==> config.mk <==
export PLATFORM = sky130hd
export DESIGN_NAME = sr_sequencer
export DESIGN_NICKNAME = d
export VERILOG_FILES = /design/src/rtl/sr_pkg.sv /design/src/rtl/sr_timer.sv /design/src/rtl/sr_pinmux.sv /design/src/rtl/sr_sequencer.sv
export SDC_FILE = /design/constraint.sdc
export NUM_CORES = 1
export LEC_CHECK = 0
export ABC_AREA = 1
export BUFFER_PORTS_ARGS = -buffer_cell sky130_fd_sc_hd__buf_2
export CORE_AREA = 2 2 46 48
export CTS_CLUSTER_SIZE = 24
export DETAILED_ROUTE_END_ITERATION = 7
export DIE_AREA = 0 0 48 50
export PLACE_DENSITY = 0.8
export SLEW_MARGIN = 10
export SYNTH_ARGS = -nofsm -noshare
export SYNTH_HDL_FRONTEND = slang
export SYNTH_SLANG_ARGS = --single-unit
==> constraint.sdc <==
create_clock -name clk -period 1.4 [get_ports clk]
set_input_delay 0.28 -clock clk [delete_from_list [all_inputs] [get_ports clk]]
set_output_delay 0.28 -clock clk [all_outputs]
set_load 0.1 [all_outputs]
==> src/rtl/sr_pkg.sv <==
package sr_pkg;

    typedef enum logic [3:0] {
        ST_IDLE,
        ST_ODT_OFF,
        ST_AREF,
        ST_AREF_WAIT,
        ST_ENTER,
        ST_IN_SR,
        ST_CLK_RESTART,
        ST_EXIT_NOP,
        ST_EXIT_HOLD,
        ST_READY
    } sr_state_e;

    // {cs_n, ras_n, cas_n, we_n}
    localparam logic [3:0] CMD_NOP   = 4'b0111;
    localparam logic [3:0] CMD_DESEL = 4'b1111;
    localparam logic [3:0] CMD_REF   = 4'b0001; // with CKE low it means self-refresh entry

    typedef struct packed {
        sr_state_e state;
        logic      ref_owed;
        logic      exit_pend;
    } sr_ctx_t;

endpackage

==> src/rtl/sr_timer.sv <==
module sr_timer #(
    parameter int W = 4
) (
    input  logic         clk,
    input  logic         rst_n,
    input  logic         load,
    input  logic [W-1:0] load_val,
    output logic         zero
);
    logic [W-1:0] cnt_d, cnt_q;

    always_comb begin
        if (load) begin
            cnt_d = load_val;
        end else if (cnt_q != '0) begin
            cnt_d = cnt_q - 1'b1;
        end else begin
            cnt_d = cnt_q;
        end
    end

    always_ff @(posedge clk) begin
        if (!rst_n) begin
            cnt_q <= '0;
        end else begin
            cnt_q <= cnt_d;
        end
    end

    assign zero = (cnt_q == '0);
endmodule

==> src/rtl/sr_pinmux.sv <==
module sr_pinmux
    import sr_pkg::*;
(
    input  sr_state_e   state,
    input  logic [3:0]  host_cmd,
    input  logic        host_odt,
    output logic        cke,
    output logic        clk_en,
    output logic        odt,
    output logic [3:0]  cmd,
    output logic        ready
);
    always_comb begin
        cke    = 1'b1;
        clk_en = 1'b1;
        odt    = 1'b0;
        cmd    = CMD_NOP;
        ready  = 1'b0;
        unique case (state)
            ST_IDLE, ST_READY: begin
                odt   = host_odt;
                cmd   = host_cmd;
                ready = 1'b1;
            end
            ST_AREF: begin
                cmd = CMD_REF;
            end
            ST_ENTER: begin
                cke = 1'b0;
                cmd = CMD_REF;
            end
            ST_IN_SR: begin
                cke    = 1'b0;
                clk_en = 1'b0;
                cmd    = CMD_DESEL;
            end
            ST_CLK_RESTART: begin
                cke = 1'b0;
                cmd = CMD_DESEL;
            end
            default: begin
                cmd = CMD_NOP;
            end
        endcase
    end
endmodule

==> src/rtl/sr_sequencer.sv <==
module sr_sequencer
    import sr_pkg::*;
#(
    parameter int T_ODT  = 3,
    parameter int T_RFC  = 6,
    parameter int T_CKE  = 4,
    parameter int T_CLK  = 3,
    parameter int T_XSNR = 8,
    parameter int T_XSRD = 12
) (
    input  logic       clk,
    input  logic       rst_n,
    input  logic       sr_enter_req,
    input  logic       sr_exit_req,
    input  logic       banks_idle,
    input  logic [3:0] host_cmd,
    input  logic       host_odt,
    output logic       dram_cke,
    output logic       dram_clk_en,
    output logic       dram_odt,
    output logic [3:0] dram_cmd,
    output logic       sr_ready
);
    localparam int M1    = (T_ODT > T_RFC) ? T_ODT : T_RFC;
    localparam int M2    = (T_CKE > T_CLK) ? T_CKE : T_CLK;
    localparam int M3    = (T_XSNR > T_XSRD) ? T_XSNR : T_XSRD;
    localparam int M12   = (M1 > M2) ? M1 : M2;
    localparam int T_MAX = (M12 > M3) ? M12 : M3;
    localparam int CW    = $clog2(T_MAX + 1);

    localparam logic [CW-1:0] LD_ODT  = CW'(T_ODT - 1);
    localparam logic [CW-1:0] LD_RFC  = CW'(T_RFC - 2);
    localparam logic [CW-1:0] LD_CKE  = CW'(T_CKE - 1);
    localparam logic [CW-1:0] LD_CLK  = CW'(T_CLK - 1);
    localparam logic [CW-1:0] LD_XSNR = CW'(T_XSNR - 1);
    localparam logic [CW-1:0] LD_HOLD = CW'(T_XSRD - T_XSNR - 1);

    sr_ctx_t         ctx_d, ctx_q;
    logic            tmr_load;
    logic [CW-1:0]   tmr_val;
    logic            tmr_zero;

    sr_timer #(.W(CW)) u_timer (
        .clk      (clk),
        .rst_n    (rst_n),
        .load     (tmr_load),
        .load_val (tmr_val),
        .zero     (tmr_zero)
    );

    always_comb begin
        ctx_d    = ctx_q;
        tmr_load = 1'b0;
        tmr_val  = '0;
        unique case (ctx_q.state)
            ST_IDLE, ST_READY: begin
                if (host_cmd == CMD_REF) begin
                    ctx_d.ref_owed = 1'b0;
                    ctx_d.state    = ST_IDLE;
                end
                if (sr_enter_req) begin
                    ctx_d.state = ST_ODT_OFF;
                    tmr_load    = 1'b1;
                    tmr_val     = LD_ODT;
                end
            end
            ST_ODT_OFF: begin
                if (tmr_zero && banks_idle) begin
                    ctx_d.state = ctx_q.ref_owed ? ST_AREF : ST_ENTER;
                end
            end
            ST_AREF: begin
                ctx_d.state    = ST_AREF_WAIT;
                ctx_d.ref_owed = 1'b0;
                tmr_load       = 1'b1;
                tmr_val        = LD_RFC;
            end
            ST_AREF_WAIT: begin
                if (tmr_zero) begin
                    ctx_d.state = ST_ENTER;
                end
            end
            ST_ENTER: begin
                ctx_d.state     = ST_IN_SR;
                ctx_d.exit_pend = sr_exit_req;
                tmr_load        = 1'b1;
                tmr_val         = LD_CKE;
            end
            ST_IN_SR: begin
                if (sr_exit_req) begin
                    ctx_d.exit_pend = 1'b1;
                end
                if (tmr_zero && (sr_exit_req || ctx_q.exit_pend)) begin
                    ctx_d.state     = ST_CLK_RESTART;
                    ctx_d.exit_pend = 1'b0;
                    tmr_load        = 1'b1;
                    tmr_val         = LD_CLK;
                end
            end
            ST_CLK_RESTART: begin
                if (tmr_zero) begin
                    ctx_d.state = ST_EXIT_NOP;
                    tmr_load    = 1'b1;
                    tmr_val     = LD_XSNR;
                end
            end
            ST_EXIT_NOP: begin
                if (tmr_zero) begin
                    ctx_d.state = ST_EXIT_HOLD;
                    tmr_load    = 1'b1;
                    tmr_val     = LD_HOLD;
                end
            end
            ST_EXIT_HOLD: begin
                if (tmr_zero) begin
                    ctx_d.state    = ST_READY;
                    ctx_d.ref_owed = 1'b1;
                end
            end
            default: begin
                ctx_d.state = ST_IDLE;
            end
        endcase
    end

    always_ff @(posedge clk) begin
        if (!rst_n) begin
            ctx_q.state     <= ST_IDLE;
            ctx_q.ref_owed  <= 1'b0;
            ctx_q.exit_pend <= 1'b0;
        end else begin
            ctx_q <= ctx_d;
        end
    end

    sr_pinmux u_pinmux (
        .state    (ctx_q.state),
        .host_cmd (host_cmd),
        .host_odt (host_odt),
        .cke      (dram_cke),
        .clk_en   (dram_clk_en),
        .odt      (dram_odt),
        .cmd      (dram_cmd),
        .ready    (sr_ready)
    );
endmodule

Word-level counts from Yosys, hierarchy flattened
Cells that the tools add are included.

storage, ports and cells
  register bits = 10
  output and inout bits = 8
  input bits = 10
  word-level logic and storage cells = 71

cells by class
  reductions and logical operators = 17
  add/sub/neg operators = 1
  muxes and demuxes = 30
  eq/ne operators = 19

operator list
  cell                 number
  $pmux 4 s9           1
  $mux 4               8
  $pmux 4 s6           1
  $eq 4x3->1 const B   4
  $ne 2x2->1 const B   7
  $pmux 4 s3           1
  $mux 5               2
  $mux 1               9
  $eq 4x1->1 const B   2
  $eq 4x2->1 const B   2
  $eq 4x4->1 const B   2
  $logic_not 4->1      2
  $reduce_or 2->1      4
  $reduce_and 7->1     1
  $mux 2               3
  $mux 3               2
  $ne 3x3->1 const B   2
  $pmux 1 s4           1
  $reduce_bool 2->1    2
  $reduce_bool 4->1    1
  $sub 4x1->4 const B  1
  $pmux 1 s3           1
  $reduce_and 3->1     1
  $reduce_bool 3->1    1
  5 further kinds      6

Longest topological paths before layout
Gate-level depths: netlist of run 1.

  depth in word-level cells = 5
  gate-level depth with buffers = 10
  gate-level depth less buffers = 10

Modules after synthesis
Synthesis of run 1 repeated with hierarchy kept, for this count alone.

second synthesis, totals
  cell total of the unflattened synthesis = 173
  area total of the unflattened synthesis = 960.9 µm²

modules (own cells, without submodules)
  module        cells an instance  instances  area each (µm²)
  sr_sequencer  103                1          573.0
  sr_timer      40                 1          247.7
  sr_pinmux     30                 1          140.1

Worst setup path before layout of run 1
Ideal clock, no wire load.

  kind = flip-flop to output port
  start = register ctx_q[3] (netlist name)
  end = output dram_cmd[3]
  path buffers = 1
  data arrival time = 4.150 ns
  cell stages (with the launch flop) = 5
  path slack = -3.030 ns
  cell sequence = dfxtp_1 -> buf_6 -> inv_1 -> o21ai_0 -> o22ai_1

between the ends
  word-level cells in the longest chain between the ends = 3
  elaborated cells between the ends (all ways) = 10
  classes of those cells = eq/ne (5); mux (1); reduce/logical (4)

ends and longest elaborated chain
  item                                      line                source
  $eq 4x3->1, or another cell as far along  sr_pinmux.sv:19     unique case (state)
  $reduce_or 2->1 (on tied branches)        n/a
  $pmux 4 s3 *                              sr_pinmux.sv:19
  end: declaration                          sr_sequencer.sv:21  output logic [3:0] dram_cmd,

Every way passes the cells marked *; elsewhere a longest branch is shown, timed or not.

Final worst setup path of run 1
  start = register ctx_q[5] (netlist name)
  end = output dram_cmd[1]

between the ends
  word-level cells in the longest chain between the ends = 3
  elaborated cells between the ends (all ways) = 10
  classes of those cells = eq/ne (5); mux (1); reduce/logical (4)

ends and longest elaborated chain
  item                                      line
  $eq 4x3->1, or another cell as far along  sr_pinmux.sv:19
  $reduce_or 2->1 (on tied branches)        n/a
  $pmux 4 s3 *                              sr_pinmux.sv:19

Marked as above.

==> results of run 1 <==
area by class of cell:
class,count,area [um2]
Fill cell,66,143.9
Timing Repair Buffer,59,581.8
Multi-Input combinational cell,99,810.8
Tap cell,27,33.78
Inverter,19,82.58
Clock buffer,4,36.28
Sequential cell,10,212.7
synthesized netlist by cell type, drive strengths merged:
| cell | count |
|---|---|
| a211oi | 1 |
| a21oi | 7 |
| nand3 | 10 |
| o22ai | 1 |
| nand3b | 2 |
| o211ai | 2 |
| nor4 | 1 |
| ha | 1 |
| nand2 | 29 |
| inv | 19 |
| o21ai | 8 |
| xnor2 | 2 |
| nor3 | 2 |
| buf | 1 |
| nand4 | 2 |
| dfxtp | 10 |
| a31oi | 1 |
| or2 | 2 |
| and2 | 1 |
| nor2 | 27 |
worst min-delay path, cell delays in order:
cell,delay [ps]
buf_2,150
nand2_2,70
nor2_1,30
routing by layer:
layer / vias up / routed length (um) / global-route usage [%]
met4: 0 / 235 / 15.32
met5: - / 0 / 0
met2: 95 / 2030 / 52.44
li1: 549 / - / -
met3: 27 / 306 / 8.059
met1: 573 / 1428 / 31.57
worst min-delay path by stage:
| stage | from | end | slack [ps] | depth (start not counted) |
|---|---|---|---|---|
| 6_report | rst_n | ctx_q[5] | 290 | 3 |
| 5_1_grt | rst_n | ctx_q[5] | 280 | 3 |
| 4_1_cts | rst_n | ctx_q[4] | 290 | 3 |
| 3_5_place_dp | ctx_q[0] | ctx_q[0] | 460 | 2 |
| 3_3_place_gp | ctx_q[0] | ctx_q[0] | 450 | 2 |
| 2_1_floorplan | rst_n | ctx_q[2] | 390 | 2 |
sequential cells by signal (all words and copies together), names as in the netlist:
register / flops
u_timer.cnt_q: 4
ctx_q: 6
cell usage in the layout, fill, tap and decap left out, types with 3 or more instances in the layout:
cell | synthesis | final
o21ai_4 | 0 | 3
a21oi_1 | 5 | 4
nand2_2 | 6 | 9
clkbuf_4 | 0 | 3
nand2_4 | 1 | 9
nand3_2 | 2 | 7
nand2_1 | 22 | 10
buf_2 | 0 | 9
o21ai_0 | 8 | 3
inv_1 | 16 | 13
dfxtp_4 | 0 | 3
nor2_2 | 5 | 4
nor2_1 | 19 | 12
buf_6 | 1 | 13
buf_12 | 0 | 9
dfxtp_1 | 10 | 6
nor2_4 | 3 | 11
inv_4 | 0 | 3
buf_4 | 0 | 28
metrics by stage:
| step | std cells | area (um2) | util, % | worst slack [ps] | hold WS, ps |
|---|---|---|---|---|---|
| after floorplan | 129 | 917.1 | - | -636.7 | 391.0 |
| after global placement | 202 | 1368 | 71.91 | -205.7 | 450.1 |
| after detailed placement | 202 | 1368 | 71.91 | -219.4 | 462.1 |
| after CTS | 216 | 1607 | 84.47 | -412.1 | 290.5 |
| after global routing | 218 | 1758 | 92.43 | -560.7 | 284.1 |
| final | 218 | 1758 | 92.43 | -477.5 | 294.2 |
timing repair:
item | in CTS | in global routing
pin swaps | 20 | 15
setup buffers | 12 | 6
endpoints found under the setup margin | 16 | 17
gates resized for setup | 38 | 35
hold endpoints to repair | 0 | 0
kinds of logic after synthesis:
logic type	count (synthesis)	share of synthesized area (%)
AO/OA/AOI/OAI	20	14.18
XOR/XNOR	2	2.112
adder cells (fa/ha/maj)	1	1.508
buffers and inverters	20	9.955
flip-flops	10	24.13
AND/OR/NAND/NOR	76	48.11
==> results.tsv, run 1 <==
metric	value	unit
outcome	finished, violations left	
post-route ant nets	0	
GRT Overall Usage	30.36	%
Max Freq	0.5326	GHz
Reg clk slew, reported paths	70	ps
first-pass GRT wire length	5.154	mm
post-DP HPWL	2.021	mm
cells along the critical path	inv_2 > nor2_4 > nand2_4 > nand2_8 > clkinvlp_4 > buf_6 > o21ai_4 > buf_12	
Initial Util	43.62	%
Via density	5.706	
Yosys reg bits	10	
min-delay worst type	input pin to flip-flop	
Syn-to-layout area delta	111.9	%
Buf/Inv on CP	4	
drt total wl	4.000	mm
latest clock arrival within the worst-skew pair	280	ps
Syn. warnings	0	
Hold Violations, Final	0	
RSZ-0062 raised after global routing	yes	
std cell rows	16	
initial antenna violation count	0	
Max Slew Vio Count	0	
TritonRoute pass-1 iters	4	
crit path launch type	flip-flop	
Critical Path Sink	dram_cmd[1]	
kind of cell adding the most delay to the critical path	buffers and inverters	
Yosys top cell by area	dfxtp_1	
Synth Cell Area	829.5	um2
setup tns final	-4195	ps
CP max FO	4	
worst-margin pin slew	325.9	ps
CP peak stage delay	360	ps
Critical Path Slowest Stage Cell	dfxtp_2	
hold_buf cts	0	
H-tree levels	1	
Via Count	1244	
Die Wd	48	um
Setup crit start	ctx_q[5]	
Avg WL per Cell	18.35	um
syn_nets	140	
synth top area cells	dfxtp_1, nand2_1, nor2_1	
Buffers on Ports	17	
ANT cells	0	
CP Data Arrival Time	1600	ps
Mapped Cells	129	
R2R depth	12	
max cap viols	0	
number of I/O pins	18	
Worst R2R End	ctx_q[1]	
number of global-route vias before repair	1186	
die area	2400	um2
final worst setup slack	-477.5	ps
Die Ht	50	um
worst reg2reg startpoint	ctx_q[5]	
Root Buffer	clkbuf_4	
Post-Route Skew	14.77	ps
Distinct cells, synth	27	
Core Region	1902	um2
crit path capture type	output pin	
Worst path depth	8	
total gr overflow	0	
Setup Viol. Count Final	17	
GPL Wtd Cong	0.9060	
final worst path period share	134.1	%
CTS buffer count	3	
largest net degree at the start of global routing	7	
sequential element share of the synthesized area	24.13	%
failing checks	negative setup slack	
share of cells above drive strength 1	67.02	%
Total Nets Final	203	
residual DRC count	0	
Worst Setup Path Type	flip-flop to output pin	
1st-iter DRT viols	64	
clock sinks	10	
reg-to-reg slack, setup	-240	ps
Final min period	1878	ps
Syn Area/Cell	6.431	um2
CTS max path bufs	2	
Yosys top cell area share	24.13	%
Max-Slew Margin vs Limit	78.19	%
CTS tree	done	
Critical Path RT	1120	ps
Power of run 1 is not shown: default switching activity piles up to over one toggle a cycle in this logic, so the estimate is an artifact.
==> run 2, diff against run 1 <==
--- a/config.mk
+++ b/config.mk
@@ -11,6 +11,7 @@
 export CTS_CLUSTER_SIZE = 24
 export DETAILED_ROUTE_END_ITERATION = 7
 export DIE_AREA = 0 0 48 50
+export MAX_ROUTING_LAYER = met4
 export PLACE_DENSITY = 0.8
 export SLEW_MARGIN = 10
 export SYNTH_ARGS = -nofsm -noshare
==> run 2 against run 1 <==
  * Die area unchanged
  * Global-route usage increased by 0.69 points
  * Critical endpoint unchanged
  * Routed wire length increased by 3.5%
  * The run still ends with negative setup slack left
  * Maximum frequency decreased by 1.1%
==> results.tsv, run 2 (synthesis gave the netlist of run 1 again) <==
metric	value	unit
Post-Route Skew	4.767	ps
min-delay worst type	input pin to flip-flop	
Syn-to-layout area delta	105.1	%
CP max FO	4	
Worst R2R End	u_timer.cnt_q[2]	
final worst path period share	135.6	%
Max Freq	0.5266	GHz
largest net degree at the start of global routing	7	
hold_buf cts	0	
die area	2400	um2
Worst Setup Path Type	flip-flop to output pin	
Buffers on Ports	17	
total gr overflow	0	
Final min period	1899	ps
ANT cells	0	
placed cell areas	1368	um2
final worst setup slack	-499.0	ps
RSZ-0062 raised after global routing	yes	
Max Slew Vio Count	0	
Avg WL per Cell	19.16	um
TritonRoute pass-1 iters	5	
Die Wd	48	um
R2R depth	12	
GPL Wtd Cong	0.9215	
failing checks	negative setup slack	
CTS buffer count	3	
residual DRC count	0	
Final Util	89.47	%
Die Ht	50	um
fin area	1702	um2
Critical Path RT	1120	ps
crit path launch type	flip-flop	
latest clock arrival within the worst-skew pair	280	ps
Via density	5.847	
reg-to-reg slack, setup	-250	ps
post-route ant nets	0	
CTS tree	done	
Largest regs	ctx_q: 6 flops, u_timer.cnt_q: 4 flops	
first-pass GRT wire length	5.154	mm
commonest non-fill, non-tap cell in the layout	buf_4	
Core Region	1902	um2
CP Data Arrival Time	1620	ps
Root Buffer	clkbuf_4	
number of I/O pins	18	
GRT Overall Usage	31.04	%
Total Nets Final	201	
std cell rows	16	
worst reg2reg startpoint	ctx_q[4]	
H-tree levels	1	
share of cells above drive strength 1	65.08	%
Hold Path Cell Cnt	3	
Reg clk slew, reported paths	70	ps
outcome	finished, violations left	
max cap viols	0	
drt total wl	4.138	mm
pre-CTS setup slack	-219.4	ps
Setup Viol. Count Final	17	
clock sinks	10	
initial antenna violation count	0	
Via Count	1263	
CTS max path bufs	2	
Setup crit start	ctx_q[5]	
hold endpoint	ctx_q[3]	
Hold Violations, Final	0	
Initial Util	43.62	%
min-delay src	rst_n	
max reg flops	6	
number of global-route vias before repair	1186	
most frequent cells in the layout	buf_4, inv_1, nor2_1	
Max-Slew Margin vs Limit	80.82	%
crit path capture type	output pin	
1st-iter DRT viols	72	
Top reg by flops	ctx_q	
worst-margin pin slew	286.7	ps
post-DP HPWL	2.021	mm
## run 2: per-stage QoR
step | TNS (ps) | instances | hold WS (ps)
2_1_floorplan | -4292 | 129 | 391.0
3_3_place_gp | -1011 | 202 | 450.1
3_5_place_dp | -1381 | 202 | 462.1
4_1_cts | -2993 | 216 | 290.5
5_1_grt | -5068 | 216 | 310.7
6_report | -4281 | 216 | 297.6
## run 2: final cells by class
class / count / area [um2]
flip-flops and latches: 10 / 212.7
clock buffers: 4 / 36.28
inverters: 19 / 82.58
multi-input cells: 99 / 777.0
repair buffers: 57 / 559.3
fillers: 75 / 200.2
well taps: 27 / 33.78
## run 2: worst max-delay path, stage by stage (launching register included)
cell        delay, ps
dfxtp_2           360
inv_2              60
nor2_4            120
nand2_4            80
nand2_8            80
clkinvlp_4        120
buf_6             170
o21ai_4           150
buf_12            190
## run 2: what timing repair did
item                       4_1_cts  5_1_grt
setup endpoints to repair       16       17
gates cloned                     0        0
pin swaps                       20       13
buffers inserted                12        4
hold endpoints to repair         0        0
gates resized for setup         38       26
## run 2: how the worst max path moves through the flow
stage                  end  slack [ps]
6_report       dram_cmd[1]        -500
3_3_place_gp   dram_cmd[0]        -210
4_1_cts        dram_cmd[1]        -410
2_1_floorplan  dram_cmd[1]        -640
5_1_grt        dram_cmd[1]        -550
3_5_place_dp   dram_cmd[0]        -220
## run 2: layer usage
| layer | share of wire, % | vias to the layer above | GRT usage [%] |
|---|---|---|---|
| met1 | 33 | 581 | 31.35 |
| met5 | 0 | - | - |
| met3 | 8.5 | 46 | 8.059 |
| met4 | 9.7 | 0 | 15.32 |
| met2 | 48 | 96 | 52.44 |
| li1 | - | 540 | - |
Power of run 2 is left out for the same reason.
